File: src/rtl/dtg_pkg.sv
// Shared constants for the debug trigger security gate.
// Assumes the two-bit privilege encoding U=0, S=1, M=3.
package dtg_pkg;
    localparam int ACT_W  = 4;
    localparam int MASK_W = 3;

    localparam logic [ACT_W-1:0] ACT_DBG  = 4'd1;
    localparam logic [ACT_W-1:0] ACT_EXT0 = 4'd8;
    localparam logic [ACT_W-1:0] ACT_EXT1 = 4'd9;

    typedef enum logic [1:0] {
        PRIV_U = 2'd0,
        PRIV_S = 2'd1,
        PRIV_M = 2'd3
    } priv_e;

    // Mask bits (bit0 U, bit1 S, bit2 M) of levels strictly above a ceiling.
    function automatic logic [MASK_W-1:0] levels_above(input logic [1:0] ceil);
        logic [MASK_W-1:0] r;
        r[0] = 1'b0;
        r[1] = (ceil < 2'(PRIV_S));
        r[2] = (ceil < 2'(PRIV_M));
        return r;
    endfunction
endpackage

File: src/rtl/dtg_allow.sv
// Debug permission decision from the hart privilege state.
// Assumes priv_ceiling uses the same numeric encoding as cur_priv.
module dtg_allow (
    input  logic [1:0] cur_priv,
    input  logic [1:0] priv_ceiling,
    input  logic       mach_dbg_en,
    output logic       allowed
);
    // Debug is open at every level when machine debug is enabled.
    always_comb begin
        allowed = mach_dbg_en | (cur_priv <= priv_ceiling);
    end
endmodule

File: src/rtl/dtg_chain.sv
// Group privilege scan and lock flag per trigger.
// Assumes link bit i joins trigger i with trigger i+1 and N_TRIG >= 2.
module dtg_chain
    import dtg_pkg::*;
#(
    parameter int N_TRIG = 4
) (
    input  logic [N_TRIG-2:0]        trig_link,
    input  logic [N_TRIG*MASK_W-1:0] trig_privmask,
    input  logic [1:0]               priv_ceiling,
    input  logic                     mach_dbg_en,
    output logic [N_TRIG-1:0]        chain_lock
);
    logic [MASK_W-1:0] mask_a [N_TRIG];
    logic [N_TRIG-1:0] link_lo;
    logic [N_TRIG-1:0] link_hi;
    logic [MASK_W-1:0] above;

    assign link_lo = {trig_link, 1'b0};
    assign link_hi = {1'b0, trig_link};
    assign above   = levels_above(priv_ceiling);

    for (genvar gi = 0; gi < N_TRIG; gi++) begin : g_trig
        logic [MASK_W-1:0] grp;
        logic              dn;
        logic              up;

        assign mask_a[gi] = trig_privmask[gi*MASK_W +: MASK_W];

        // Collect enabled levels along the linked run below and above this trigger.
        always_comb begin
            grp = mask_a[gi];
            dn  = 1'b1;
            for (int j = gi - 1; j >= 0; j--) begin
                dn = dn & link_hi[j];
                if (dn) grp = grp | mask_a[j];
            end
            up = 1'b1;
            for (int j = gi; j < N_TRIG - 1; j++) begin
                up = up & link_hi[j];
                if (up) grp = grp | mask_a[j+1];
            end
        end

        // Lock only real groups whose top level lies above the ceiling.
        always_comb begin
            chain_lock[gi] = (link_lo[gi] | link_hi[gi]) & ~mach_dbg_en & (|(grp & above));
        end
    end
endmodule

File: src/rtl/dtg_hold.sv
// Holds Debug-Mode requests across a trap transition window.
// Assumes live_req already carries only action-1 effective hits.
module dtg_hold #(
    parameter int N_TRIG = 4
) (
    input  logic              clk,
    input  logic              rst_n,
    input  logic              trap_window,
    input  logic              allowed,
    input  logic [N_TRIG-1:0] live_req,
    output logic [N_TRIG-1:0] dbg_fire
);
    logic [N_TRIG-1:0] pend_q;

    // Accumulate during the window; drop everything once it closes.
    always_ff @(posedge clk) begin
        if (!rst_n)           pend_q <= '0;
        else if (trap_window) pend_q <= pend_q | live_req;
        else                  pend_q <= '0;
    end

    // Issue live and held requests only outside the window with permission.
    always_comb begin
        dbg_fire = (trap_window | ~allowed) ? '0 : (live_req | pend_q);
    end
endmodule

File: src/rtl/dbg_trig_gate.sv
// Top of the debug trigger security gate: gates fires, external pins and writes.
// Assumes all inputs are synchronous to clk; write verdicts appear one cycle later.
module dbg_trig_gate
    import dtg_pkg::*;
#(
    parameter int N_TRIG = 4
) (
    input  logic                     clk,
    input  logic                     rst_n,
    input  logic [1:0]               cur_priv,
    input  logic [1:0]               priv_ceiling,
    input  logic                     mach_dbg_en,
    input  logic                     in_debug,
    input  logic                     trap_window,
    input  logic [N_TRIG-1:0]        trig_hit,
    input  logic [N_TRIG*ACT_W-1:0]  trig_action,
    input  logic [N_TRIG*MASK_W-1:0] trig_privmask,
    input  logic [N_TRIG-2:0]        trig_link,
    input  logic [N_TRIG-1:0]        trig_ext_src,
    input  logic                     ext_trig_in,
    input  logic [N_TRIG-1:0]        wr_req,
    input  logic                     wr_dmode,
    output logic [N_TRIG-1:0]        fire_out,
    output logic [N_TRIG-1:0]        dbg_fire,
    output logic [1:0]               ext_trig_out,
    output logic [N_TRIG-1:0]        chain_lock,
    output logic [N_TRIG-1:0]        wr_grant,
    output logic                     wr_err
);
    logic              allowed;
    logic [N_TRIG-1:0] heff;
    logic [N_TRIG-1:0] is_dbg;
    logic [N_TRIG-1:0] is_x0;
    logic [N_TRIG-1:0] is_x1;
    logic [N_TRIG-1:0] permit;
    logic              dmode_ok;

    assign heff = trig_hit | (trig_ext_src & {N_TRIG{ext_trig_in}});

    for (genvar gi = 0; gi < N_TRIG; gi++) begin : g_dec
        logic [ACT_W-1:0] act;
        assign act = trig_action[gi*ACT_W +: ACT_W];
        // Classify the action and pass through the ungated kinds.
        always_comb begin
            is_dbg[gi]   = (act == ACT_DBG);
            is_x0[gi]    = (act == ACT_EXT0);
            is_x1[gi]    = (act == ACT_EXT1);
            fire_out[gi] = heff[gi] & ~(is_dbg[gi] | is_x0[gi] | is_x1[gi]);
        end
    end

    dtg_allow u_allow (
        .cur_priv     (cur_priv),
        .priv_ceiling (priv_ceiling),
        .mach_dbg_en  (mach_dbg_en),
        .allowed      (allowed)
    );

    dtg_hold #(.N_TRIG(N_TRIG)) u_hold (
        .clk         (clk),
        .rst_n       (rst_n),
        .trap_window (trap_window),
        .allowed     (allowed),
        .live_req    (heff & is_dbg),
        .dbg_fire    (dbg_fire)
    );

    dtg_chain #(.N_TRIG(N_TRIG)) u_chain (
        .trig_link     (trig_link),
        .trig_privmask (trig_privmask),
        .priv_ceiling  (priv_ceiling),
        .mach_dbg_en   (mach_dbg_en),
        .chain_lock    (chain_lock)
    );

    // External pins follow their action codes only while debug is allowed.
    always_comb begin
        ext_trig_out[0] = allowed & (|(heff & is_x0));
        ext_trig_out[1] = allowed & (|(heff & is_x1));
    end

    // Write permission: group lock plus trigger-mode bit ownership.
    always_comb begin
        dmode_ok = in_debug | (~mach_dbg_en & (cur_priv == 2'(PRIV_M)));
        permit   = ~chain_lock & {N_TRIG{~wr_dmode | dmode_ok}};
    end

    // Register the write verdicts for one cycle.
    always_ff @(posedge clk) begin
        if (!rst_n) begin
            wr_grant <= '0;
            wr_err   <= 1'b0;
        end else begin
            wr_grant <= wr_req & permit;
            wr_err   <= |(wr_req & ~permit);
        end
    end
endmodule

File: config.mk
export PLATFORM = sky130hd
export DESIGN_NAME = dbg_trig_gate
export DESIGN_NICKNAME = d
export VERILOG_FILES = /design/src/rtl/dtg_pkg.sv /design/src/rtl/dtg_allow.sv /design/src/rtl/dtg_chain.sv /design/src/rtl/dtg_hold.sv /design/src/rtl/dbg_trig_gate.sv
export SDC_FILE = /design/constraint.sdc
export NUM_CORES = 1
export LEC_CHECK = 0
export BUFFER_PORTS_ARGS = -buffer_cell sky130_fd_sc_hd__clkbuf_2
export CAP_MARGIN = 30
export CORE_ASPECT_RATIO = 0.6
export CORE_MARGIN = 2
export CORE_UTILIZATION = 37
export DETAILED_ROUTE_END_ITERATION = 8
export MAX_ROUTING_LAYER = met4
export PLACE_DENSITY = 0.8
export REMOVE_ABC_BUFFERS = 1
export SLEW_MARGIN = 20
export SYNTH_ARGS = -nofsm -noshare
export SYNTH_HDL_FRONTEND = slang
export SYNTH_HIERARCHICAL = 1
export SYNTH_SLANG_ARGS = --single-unit
export TNS_END_PERCENT = 100
File: constraint.sdc
create_clock -name clk -period 1.6 [get_ports clk]
set_clock_uncertainty 0.05 [all_clocks]
set_input_delay 0.08 -clock clk [delete_from_list [all_inputs] [get_ports clk]]
set_output_delay 0.08 -clock clk [all_outputs]
set_load 0.01 [all_outputs]
Yosys cells after proc, flatten, opt, wreduce, memory -nomap -nowiden

Index checks and enable logic that the tools add are counted.

Register bits: 9
Word-level logic and storage cells: 106

Order comparisons: 3
Eq/ne operators: 13
Mux-type cells: 13
Bitwise operators: 66
Reduce and logical (&&, ||, !) cells: 8

Operators by type and width:

| cell                                                                         | number |
|---|---|
| 3-bit two-way mux                                                            | 12 |
| 3-bit OR                                                                     | 11 |
| 4-bit == test, second input constant                                         | 8 |
| 4-bit bitwise AND                                                            | 7 |
| 1-bit bitwise AND                                                            | 19 |
| 4-bit by 1-bit == test with 1-bit output, second input constant              | 4 |
| 1-bit OR                                                                     | 14 |
| 3-bit bitwise AND                                                            | 4 |
| 3-bit OR reduction                                                           | 4 |
| 4-bit OR reduction                                                           | 3 |
| 4-bit NOT                                                                    | 2 |
| 4-bit OR                                                                     | 2 |
| 1-bit NOT                                                                    | 7 |
| 4-bit two-way mux                                                            | 1 |
| 2-bit == test, second input constant                                         | 1 |
| 2-bit <= comparator                                                          | 1 |
| 2-bit by 1-bit less-than comparator with 1-bit output, second input constant | 1 |
| 2-bit less-than comparator, second input constant                            | 1 |
| 2-bit AND reduction                                                          | 1 |

Logic depth before layout (Yosys ltp)

Gate-level depths: netlist (run 1).

Depth in word-level cells: 14
Gate-level depth with buffers: 8
Mapped depth without buffers: 7

By module

Netlist (run 1), hierarchy kept.

By module, submodules not included:

| module        | times used | cells each | area each (µm²) | seq. area each (µm²) |
|---|---|---|---|---|
| dbg_trig_gate | 1          | 56         | 409.1           | 100.1 |
| dtg_chain     | 1          | 36         | 240.2           | 0.0 |
| dtg_hold      | 1          | 18         | 142.6           | 80.1 |
| dtg_allow     | 1          | 7          | 48.8            | 0.0 |

Worst setup path before layout (run 1)

No wires, ideal clock.

Path type: input to register
Start point: input port trig_link[1]
End point: register wr_err
Arrival time: 1.239 ns
Required time: 1.487 ns
Slack: 0.248 ns
Cell stages on the path: 8
Path buffers: 1
Path through: buf_12 -> a32oi_1 -> nand2_1 -> a21oi_1 -> a2111oi_2 -> a222oi_1 -> nand2b_1 -> nand3_1

Cells in the longest elaborated chain, start to end: 13

Ends and longest elaborated chain:

| what                 | line                | text |
|---|---|---|
| start, declared      | dbg_trig_gate.sv:18 | `input logic [N_TRIG-2:0] trig_link,` |
| 3-bit two-way mux    | dtg_chain.sv:36     | `if (dn) grp = grp \| mask_a[j];` |
| 3-bit OR             | dtg_chain.sv:36     |  |
| 3-bit two-way mux    | dtg_chain.sv:36     |  |
| 3-bit OR             | dtg_chain.sv:41     | `if (up) grp = grp \| mask_a[j+1];` |
| 3-bit two-way mux    | dtg_chain.sv:41     |  |
| 3-bit bitwise AND    | dtg_chain.sv:47     | `chain_lock[gi] = (link_lo[gi] \| link_hi[gi]) & ~mach_dbg_en & (\|(grp & above));` |
| 3-bit OR reduction   | dtg_chain.sv:47     |  |
| 1-bit bitwise AND *  | dtg_chain.sv:47     |  |
| via chain_lock[2]    | dbg_trig_gate.sv:26 | `output logic [N_TRIG-1:0] chain_lock,` |
| 4-bit NOT *          | dbg_trig_gate.sv:85 | `permit = ~chain_lock & {N_TRIG{~wr_dmode \| dmode_ok}};` |
| 4-bit bitwise AND *  | dbg_trig_gate.sv:85 |  |
| 4-bit NOT *          | dbg_trig_gate.sv:95 | `wr_err <= \|(wr_req & ~permit);` |
| 4-bit bitwise AND *  | dbg_trig_gate.sv:95 |  |
| 4-bit OR reduction * | dbg_trig_gate.sv:95 |  |
| end signal, assigned | dbg_trig_gate.sv:95 |  |
| end, declared        | dbg_trig_gate.sv:28 | `output logic wr_err` |

Mark *: on every way through the listed nets, which the timed path passes. The rest lies on a longest branch.
A chain may end at the register's enable or synchronous reset.

Worst setup path after layout (run 1)

Start point: input port priv_ceiling[1]
End point: output port ext_trig_out[1]

Cells in the longest elaborated chain, start to end: 3

Ends and longest elaborated chain:

| what                | line                | text |
|---|---|---|
| start, declared     | dbg_trig_gate.sv:11 | `input logic [1:0] priv_ceiling,` |
| 2-bit <= comparator | dtg_allow.sv:11     | `allowed = mach_dbg_en \| (cur_priv <= priv_ceiling);` |
| 1-bit OR            | dtg_allow.sv:11     |  |
| via allowed         | dbg_trig_gate.sv:30 | `logic allowed;` |
| 1-bit bitwise AND   | dbg_trig_gate.sv:79 | `ext_trig_out[1] = allowed & (\|(heff & is_x1));` |
| end, declared       | dbg_trig_gate.sv:25 | `output logic [1:0] ext_trig_out,` |

The timed path passes the listed nets, and every way through them passes these cells.

==> out/results.ini, run 1 <==
[outcome]
status=completed

[timing]
setup_ws_ns=0.0983
clock.fmax_ghz=0.666
setup_violations=0
fin_tns_setup_ns=0
hold_violations=0
finalCriticalPeriod_ns=1.50
slew_viol_final=0
slew-limit-headroom=0.692
period_share=0.939
rsz0062_at_grt=false
worst_pin_slew_ns=0.459

[pwr]
p_per_area_mw_per_mm2=615
power_leakage_nw=0.639
peakVddDrop_mv=0.272

[synth]
ys_warn_count=6
synth_cell_types=38
syn_avg_cell_area_um2=7.19
ys.flop_type=dfxtp_1
async_flop_share=0
synth_cells=117
synth_edf_count=0
yosysSeqAreaShare=0.214
netlist_area_um2=841
ys_ff_latch=9

[die]
start_util=0.389
die_h_um=40.9
die_w_um=65.5
num_rows=13
dieArea_mm2=0.00268
ioPinCount=73
core-area_mm2=0.00216

[critical_path]
rrSetupSlack_ns=0.87
slowest_stage=ha_1
r2r-start=u_hold/pend_q[2]
crit_chain=clkbuf_2, inv_1, ha_1, nor2b_1, o21ai_1, inv_1, a31oi_1, clkbuf_2
path_delay_family=buffers and inverters
reg2regPathDepth=2
slowest_delay_ns=0.28
cp-start-kind=input port
cp.required_ns=1.47
rr_endpoint=u_hold/pend_q[2]
worstPathMaxFanout=6
critPathKind=in2out
end_kind=output port
cp_num_buf_inv=4
arrival_ns=1.37

[drt]
dr.pass1.iters=4
via_per_inst=5.37
vias=1186
wl_um=3010
drt_iter0_drc=55
wl_per_cell_um=13.6
drc=0
detail-route-antenna-nets=0

[clocking]
cts_buffer_depth=2
cts_resized=0
h-tree-depth=1
cts_hold_buf=0
clock_latency_ns=0.23
cts.sinks=9
clock-root-buffer=clkbuf_8
clkSlewWorstSetupHoldPaths_ns=0.04
cts_tree=built
cts_setup_buffers=0
cts_buffers=3

[placed_design]
io_buffer_count=68
gp_congestion=0.944
placed_area_mm2=0.00122
hpwl_um=2530
pre_cts_slack_ns=0.0456

[flow_run]
cap_violations=0

[grt]
grt_antenna_before_repair=0
grt-ovfl-total=0
grtUsageTotal=0.228
grt_pass1_wl_um=4380
grt_pass1_vias=1053
grt_max_degree=11

[worst_hold_path]
hp-class=in2reg
whs_path_depth=2
hold_end=wr_grant[1]
hold_path_startpoint=wr_req[1]

[cells_and_area]
final_cell_mix=clkbuf_2 (68), nor2_1 (24), a21oi_1 (11)
final_nets=248
syn_to_final_growth_pct=50.6
drive_gt1_frac=0.440
insertedDiodeCount=0
mostFrequentLayoutCell=clkbuf_2
finish.instance_area_mm2=0.00127

flip-flops by register name, summed over array words and instances, names as in the netlist:
name / count
wr_grant: 4
u_hold/pend_q: 4
wr_err: 1
Yosys cell counts (all sizes together), types with 2 or more instances:
master / instances / share of area
nand3: 4 / 0.024
nand2b: 3 / 0.031
nor2: 25 / 0.11
a211oi: 2 / 0.018
o21ai: 4 / 0.024
a31oi: 2 / 0.015
nor2b: 5 / 0.037
a21boi: 2 / 0.018
a21o: 3 / 0.027
dfxtp: 9 / 0.21
a32oi: 2 / 0.021
inv: 8 / 0.036
nor3: 6 / 0.054
ha: 2 / 0.030
a21oi: 12 / 0.076
nor4bb: 2 / 0.024
a311oi: 2 / 0.028
nor3b: 4 / 0.036
nand2: 8 / 0.036
through the flow:
stage	utilization	power, mW	hold WS, ns	std cells
3_5_place_dp	0.564	0.515	0.300	217
2_1_floorplan	-	0.365	0.147	116
3_3_place_gp	0.564	0.504	0.307	217
4_1_cts	0.585	0.782	0.0611	221
5_1_grt	0.585	0.834	0.0651	221
6_report	0.585	0.778	0.0655	221
power by group:
| group | total (mW) | internal, mW | leakage (nW) | switching (mW) |
|---|---|---|---|---|
| Combinational | 0.279 | 0.127 | 0.542 | 0.152 |
| Clock | 0.262 | 0.173 | 0.0228 | 0.0881 |
| Sequential | 0.238 | 0.235 | 0.0736 | 0.00241 |
routing by layer:
metal | up-vias | track usage | part of all wire
met3 | 4 | 0.0467 | 0.042
met1 | 560 | 0.252 | 0.41
met5 | - | - | 0
li1 | 581 | - | -
met4 | 0 | 0.109 | 0.016
met2 | 41 | 0.418 | 0.53
worst max-delay path by stage:
stage / startpoint / end / cells after the start / slack, ns
2_1_floorplan: trig_link[0] / wr_err / 7 / 0.27
3_5_place_dp: trig_link[0] / wr_err / 8 / 0.05
5_1_grt: priv_ceiling[1] / ext_trig_out[1] / 8 / 0.04
3_3_place_gp: trig_link[0] / wr_err / 8 / 0.08
4_1_cts: priv_ceiling[1] / ext_trig_out[1] / 8 / 0.11
6_report: priv_ceiling[1] / ext_trig_out[1] / 8 / 0.1
logic make-up after synthesis:
group	count (synthesis)	share of synthesized area
AOI/OAI and AO/OA	36	0.305
buffers and inverters	9	0.0595
adders and majority gates	2	0.0298
DFF	9	0.214
and+or+nand+nor	61	0.391
layout make-up:
class	instances	area [um2]
Timing Repair Buffer	71	363
Clock buffer	4	45.0
Inverter	8	30.0
Sequential cell	9	180
Fill cell	207	897
Tap cell	30	37.5
Multi-Input combinational cell	99	611
Power figures use the tool's default switching activity.
==> inputs of run 2 (changes only) <==
--- a/config.mk
+++ b/config.mk
@@ -5,14 +5,15 @@
 export SDC_FILE = /design/constraint.sdc
 export NUM_CORES = 1
 export LEC_CHECK = 0
+export ABC_AREA = 1
 export BUFFER_PORTS_ARGS = -buffer_cell sky130_fd_sc_hd__clkbuf_2
 export CAP_MARGIN = 30
 export CORE_ASPECT_RATIO = 0.6
 export CORE_MARGIN = 2
-export CORE_UTILIZATION = 37
+export CORE_UTILIZATION = 40
 export DETAILED_ROUTE_END_ITERATION = 8
 export MAX_ROUTING_LAYER = met4
-export PLACE_DENSITY = 0.8
+export PLACE_DENSITY = 0.81
 export REMOVE_ABC_BUFFERS = 1
 export SLEW_MARGIN = 20
 export SYNTH_ARGS = -nofsm -noshare
==> run 2 against run 1 <==
Effect of this change:
- setup slack improved by 0.30 ns
- clock-buffer cell count did not move
- clock power decreased by 4%
- wire length is 12% lower
- final cell count rose by 28%
- first-iteration DRC count is 36% higher
- largest cell class unchanged
- largest power group unchanged
==> out/results.ini, run 2 <==
[placed_design]
io_buffer_count=68  ; unchanged
hpwl_um=2330  ; was 2530 um
placed_area_mm2=0.00132  ; was 0.00122 mm2
gp_congestion=0.892  ; was 0.944

[timing]
setup_violations=0  ; unchanged
rsz0062_at_grt=false  ; unchanged
fin_tns_setup_ns=0  ; unchanged
fin_hold_ws_ns=0.0267  ; was 0.0655 ns
slew-limit-headroom=0.853  ; was 0.692
hold_violations=0  ; unchanged
clock.fmax_ghz=0.831  ; was 0.666 GHz
finalCriticalPeriod_ns=1.20  ; was 1.50 ns
slew_viol_final=0  ; unchanged
period_share=0.752  ; was 0.939
worst_pin_slew_ns=0.219  ; was 0.459 ns

[grt]
grt_antenna_before_repair=0  ; unchanged
gr-usage-met2=0.258  ; was 0.418
grt_pass1_wl_um=4210  ; was 4380 um
grtUsageTotal=0.198  ; was 0.228
grt-ovfl-total=0  ; unchanged
grt_use_met3=0.0705  ; was 0.0467
grt_max_degree=11  ; unchanged
grt_pass1_vias=990  ; was 1,053
grt_use_met1=0.304  ; was 0.252
top_usage_layer=met1  ; was met2

[critical_path]
cp_num_buf_inv=3  ; was 4
r2r-start=u_hold/pend_q[0]  ; was u_hold/pend_q[2]
rr_endpoint=u_hold/pend_q[0]  ; was u_hold/pend_q[2]
critPathKind=in2out  ; unchanged
cp.required_ns=1.47  ; about the same
path_delay_family=simple AND/OR/NAND/NOR gates  ; was buffers and inverters
crit_top_cell=nand2_1
cp-start-kind=input port  ; unchanged
worstPathMaxFanout=4  ; was 6
crit_chain=clkbuf_2, inv_1, ha_1, nand2_1, nand2_1, nand2_1, nand2_2, nor2_1, clkbuf_2  ; was clkbuf_2, inv_1, ha_1, nor2b_1, o21ai_1, inv_1, a31oi_1, clkbuf_2
slowest_stage=ha_1  ; unchanged
slowest_delay_ns=0.28  ; about the same
cp.depth=9  ; was 8
end_kind=output port  ; unchanged
rrSetupSlack_ns=0.95  ; was 0.87 ns
reg2regPathDepth=2  ; unchanged
arrival_ns=1.07  ; was 1.37 ns

[drt]
wl_per_cell_um=9.38  ; was 13.6 um
drc=0  ; unchanged
dr.pass1.iters=4  ; unchanged
wl_um=2650  ; was 3010 um
detail-route-antenna-nets=0  ; unchanged
via_per_inst=4.52  ; was 5.37
drt_iter0_drc=75  ; was 55
vias=1276  ; was 1,186

[cells_and_area]
final_nets=309  ; was 248
mostFrequentLayoutCell=clkbuf_2  ; unchanged
syn_to_final_growth_pct=43.3  ; was 50.6%
drive_gt1_frac=0.321  ; was 0.440
finish.instance_area_mm2=0.00136  ; was 0.00127 mm2
final_cell_mix=clkbuf_2 (68), nand2_1 (57), nor2_1 (38)  ; was clkbuf_2 (68), nor2_1 (24), a21oi_1 (11)
nFillCells=245  ; was 207
top_regs=u_hold/pend_q (4), wr_grant (4), wr_err (1)  ; unchanged
insertedDiodeCount=0  ; unchanged

[worst_hold_path]
hold_end=wr_grant[0]  ; was wr_grant[1]
hp-class=in2reg  ; unchanged
whs_path_depth=3  ; was 2
hold_path_startpoint=wr_req[0]  ; was wr_req[1]

[clocking]
clkSlewWorstSetupHoldPaths_ns=0.04  ; about the same
cts_hold_buf=0  ; unchanged
clock-root-buffer=clkbuf_8  ; unchanged
cts.sinks=9  ; unchanged
cts_setup_buffers=0  ; unchanged
h-tree-depth=1  ; unchanged
cts_resized=0  ; unchanged
cts_buffers=3  ; unchanged
clock_latency_ns=0.23  ; about the same
cts_tree=built  ; unchanged
cts_buffer_depth=2  ; unchanged

[synth]
synth_edf_count=0  ; unchanged
netlist_area_um2=951  ; was 841 um2
synth_cells=181  ; was 117
ys_ff_latch=9  ; unchanged
yosysSeqAreaShare=0.189  ; was 0.214
synthTopCellsByArea=nand2_1 (22%), dfxtp_1 (19%), nor2_1 (15%)  ; was dfxtp_1 (21%), nor2_1 (11%), a21oi_1 (6.5%)
synth_top_area_cell=nand2_1  ; was dfxtp_1
syn_avg_cell_area_um2=5.25  ; was 7.19 um2
synth_cell_types=20  ; was 38
synthTopCellsByCount=nand2_1 (57), nor2_1 (38), inv_1 (33)  ; was nor2_1 (24), a21oi_1 (11), dfxtp_1 (9)
async_flop_share=0  ; unchanged
ys.flop_type=dfxtp_1  ; unchanged
ys_warn_count=6  ; unchanged
synth_top_area_frac=0.225  ; was 0.214
yosysMostFrequentCell=nand2_1  ; was nor2_1

[die]
core-area_mm2=0.00221  ; was 0.00216 mm2
die_w_um=66.9  ; was 65.5 um
die_h_um=41.8  ; was 40.9 um
num_rows=13  ; unchanged
start_util=0.430  ; was 0.389
dieArea_mm2=0.00280  ; was 0.00268 mm2
ioPinCount=73  ; unchanged

[pwr]
clock_power_share=0.327  ; was 0.336
p_sw_frac=0.312  ; about the same
finalPower_mw=0.769  ; was 0.778 mW
power.switching_mw=0.240  ; was 0.243 mW
comb_power_share=0.364  ; was 0.359
power_frac_seq=0.309  ; was 0.305
internal_power_mw=0.529  ; was 0.536 mW
p_per_area_mw_per_mm2=564  ; was 615 mW/mm2
peakVddDrop_mv=0.297  ; was 0.272 mV
power_leakage_nw=0.880  ; was 0.639 nW

[flow_run]
cap_violations=0  ; unchanged

[outcome]
status=completed  ; unchanged

[run 2: cell types whose count changed in the layout (fill, tap and decap cells not counted), moves of 3 or more]
cell / before / now
o21ai_1: 3 / 0
nand2_1: 8 / 57
nand3_1: 4 / 13
nor3b_1: 4 / 0
nor2b_1: 5 / 0
buf_4: 3 / 0
nand2_2: 0 / 4
inv_1: 7 / 33
nor2_1: 24 / 38
a21o_1: 3 / 0
[run 2: how the worst max path moves through the flow]
stage | slack, ns | start | endpoint
CTS | 0.39 | priv_ceiling[1] | dbg_fire[3]
detailed placement | 0.33 | trig_link[1] | wr_err
global placement | 0.32 | priv_ceiling[0] | wr_err
floorplan | 0.51 | priv_ceiling[1] | wr_err
global route | 0.31 | priv_ceiling[1] | dbg_fire[1]
finish | 0.40 | priv_ceiling[1] | dbg_fire[2]
[run 2: per-layer routing]
layer	share of wire	up-vias	routed length, um
met5	0	-	0
met4	0.0015	0	4
met3	0.087	2	231
met2	0.39	46	1030
met1	0.52	531	1380
li1	-	697	-
[run 2: final cells by class]
cell class,instances,area [um2],share of cell area
inverter,33,124,0.0909
sequential,9,180,0.132
timing repair buffer,68,340,0.250
multi-input combinational,138,636,0.466
clock buffer,4,45.0,0.0331
tap,30,37.5,0.0275
[run 2: per-stage QoR]
stage                     worst slack [ns]  cells  utilization
final                                0.397    282        0.616
after global routing                 0.307    282        0.616
after CTS                            0.386    282        0.616
after detailed placement             0.335    278        0.596
after global placement               0.320    278        0.596
after floorplan                      0.515    180            -
[run 2: power groups by stage]
stage                     clock [mW]  combinational, mW  sequential, mW
final                          0.251              0.280           0.238
after global routing           0.278              0.316           0.238
after CTS                      0.260              0.280           0.238
after global placement             0              0.275           0.242
after detailed placement           0              0.278           0.242
after floorplan                    0              0.139           0.245
[run 2: tightest hold or removal path, cell delays in order]
cell	delay [ns]
clkbuf_2	0.09
nand2_1	0.05
nor2_1	0.03
[run 2: cells by family (layout without fill, tap and decap cells)]
| family | Yosys count | after routing | synth area share |
|---|---|---|---|
| buf+inv | 34 | 105 | 0.142 |
| fa+ha+maj | 2 | 2 | 0.0263 |
| simple gates | 119 | 119 | 0.533 |
| flops | 9 | 9 | 0.189 |
| compound gates | 17 | 17 | 0.109 |
==> inputs of run 3 (changes only) <==
==> constraint.sdc (replaced) <==
create_clock -name clk -period 1.2 [get_ports clk]
set_clock_uncertainty 0.05 [all_clocks]
set_input_delay 0.06 -clock clk [delete_from_list [all_inputs] [get_ports clk]]
set_output_delay 0.06 -clock clk [all_outputs]
set_load 0.01 [all_outputs]
==> run 3 against run 2 <==
Effect of this change:
- total power up 40%
- via count up 1.6%
- wire length up 4.0%
- largest power group unchanged
- die area unchanged
- final cell count up 2.8%
- largest cell class unchanged
- utilization up 3.8 points
- register-to-register slack worse by 0.41 ns
- setup slack worse by 0.32 ns
- critical endpoint is now dbg_fire[0]
- first-iteration DRC count up 43%
- combinational power up 49%
- highest routed layer is now met3
==> out/results.ini, run 3 (synthesis results as in run 2) <==
[placed_design]
placed_area_mm2=0.00138  ; was 0.00132 mm2
pre_cts_slack_ns=-0.0680  ; was 0.335 ns
place_inst=286  ; was 278
io_buffer_count=68  ; unchanged
gp_congestion=0.887  ; was 0.892
hpwl_um=2400  ; was 2330 um

[drt]
via_per_inst=4.47  ; was 4.52
wl_um=2750  ; was 2650 um
vias=1297  ; was 1,276
drc=0  ; unchanged
wl_per_cell_um=9.49  ; was 9.38 um
detail-route-antenna-nets=0  ; unchanged
drt_iter0_drc=107  ; was 75
dr.pass1.iters=4  ; unchanged

[timing]
setup_ws_ns=0.0810  ; was 0.397 ns
period_share=0.932
worst_pin_slew_ns=0.217  ; was 0.219 ns
finalCriticalPeriod_ns=1.12
setup_violations=0  ; unchanged
fin_hold_ws_ns=0.00602  ; was 0.0267 ns
clock.fmax_ghz=0.894
rsz0062_at_grt=false  ; unchanged
hold_violations=0  ; unchanged
slew-limit-headroom=0.854  ; was 0.853
fin_tns_setup_ns=0  ; unchanged
slew_viol_final=0  ; unchanged

[cells_and_area]
finish.instance_area_mm2=0.00145  ; was 0.00136 mm2
drive_gt1_frac=0.362  ; was 0.321
seq_area_um2=180  ; unchanged
syn_to_final_growth_pct=52.2  ; was 43.3%
insertedDiodeCount=0  ; unchanged
top_regs=u_hold/pend_q (4), wr_grant (4), wr_err (1)  ; unchanged
multi_input_area_um2=661  ; was 636 um2
nFillCells=241  ; was 245
final_cell_mix=clkbuf_2 (66), nand2_1 (55), nor2_1 (38)  ; was clkbuf_2 (68), nand2_1 (57), nor2_1 (38)
instances_no_fill=290  ; was 282
mostFrequentLayoutCell=clkbuf_2  ; unchanged
fin_util=0.654  ; was 0.616
final_nets=317  ; was 309

[clocking]
cts_tree=built  ; unchanged
cts_hold_buf=0  ; unchanged
cts_buffer_depth=2  ; unchanged
clock_latency_ns=0.23  ; about the same
clock-root-buffer=clkbuf_8  ; unchanged
cts_buffers=3  ; unchanged
h-tree-depth=1  ; unchanged
cts.sinks=9  ; unchanged
clkSlewWorstSetupHoldPaths_ns=0.04  ; about the same

[critical_path]
cp.depth=9  ; unchanged
r2r-start=u_hold/pend_q[0]  ; unchanged
end_kind=output port  ; unchanged
cp_num_buf_inv=3  ; unchanged
slowest_stage=ha_4  ; was ha_1
cp-start-kind=input port  ; unchanged
rrSetupSlack_ns=0.54  ; was 0.95 ns
crit_chain=clkbuf_2, inv_1, ha_4, nand2_1, nand2_1, nand2_2, nand2_2, nor2_1, buf_2  ; was clkbuf_2, inv_1, ha_1, nand2_1, nand2_1, nand2_1, nand2_2, nor2_1, clkbuf_2
endpoint=dbg_fire[0]  ; was dbg_fire[2]
reg2regPathDepth=2  ; unchanged
arrival_ns=1.01  ; was 1.07 ns
worstPathMaxFanout=4  ; unchanged
startpoint=priv_ceiling[1]  ; unchanged
rr_endpoint=u_hold/pend_q[0]  ; unchanged
path_delay_family=buffers and inverters  ; was simple AND/OR/NAND/NOR gates
cp.required_ns=1.09  ; was 1.47 ns
critPathKind=in2out  ; unchanged
slowest_delay_ns=0.28  ; about the same

[outcome]
status=completed  ; unchanged

[die]
dieArea_mm2=0.00280  ; unchanged
die_h_um=41.8  ; unchanged
ioPinCount=73  ; unchanged
die_w_um=66.9  ; unchanged
core-area_mm2=0.00221  ; unchanged
start_util=0.430  ; unchanged
num_rows=13  ; unchanged

[pwr]
p_per_area_mw_per_mm2=743  ; was 564 mW/mm2
power_leakage_nw=0.923  ; was 0.880 nW
peakVddDrop_mv=0.439  ; was 0.297 mV
finalPower_mw=1.07  ; was 0.769 mW

[grt]
grt_max_degree=9  ; was 11
grt_antenna_before_repair=0  ; unchanged
grt_pass1_vias=1001  ; was 990
grt_pass1_wl_um=4330  ; was 4210 um
grtUsageTotal=0.207  ; was 0.198
grt-ovfl-total=0  ; unchanged

[worst_hold_path]
hp-class=in2reg  ; unchanged

[flow_run]
cap_violations=0  ; unchanged

## run 3: worst min-delay path by stage
stage,startpoint,to,depth (start not counted)
2_1_floorplan,rst_n,wr_err,2
3_3_place_gp,wr_req[3],wr_grant[3],3
3_5_place_dp,wr_req[3],wr_grant[3],3
4_1_cts,wr_req[3],wr_grant[3],3
5_1_grt,wr_req[1],wr_grant[1],3
6_report,wr_req[2],wr_grant[2],3
## run 3: report_power, final
part	internal, mW	switching, mW
clock network	0.231	0.111
registers	0.313	0.00394
logic	0.192	0.224
## run 3: what timing repair did
item	in CTS	in global routing
setup buffers	0	0
setup endpoints to repair	0	8
gates resized for setup	0	7
## run 3: cell type report
class / instances / area share
inverter: 33 / 0.0856
clock buffer: 4 / 0.0311
timing repair buffer: 76 / 0.277
multi-input combinational: 138 / 0.456
sequential: 9 / 0.124
tap: 30 / 0.0259
## run 3: per-layer routing
layer  vias up  part of all wire  GRT usage
met5         -                 0          -
met4         0                 0     0.0122
met3         0             0.097     0.0759
met2        49              0.36      0.250
met1       530              0.55      0.328
li1        718                 -          -
## run 3: worst min-delay path: cells and delay by family
kind | cells | cell delay, ns
and+or+nand+nor | 2 | 0.08
buffers and inverters | 1 | 0.09
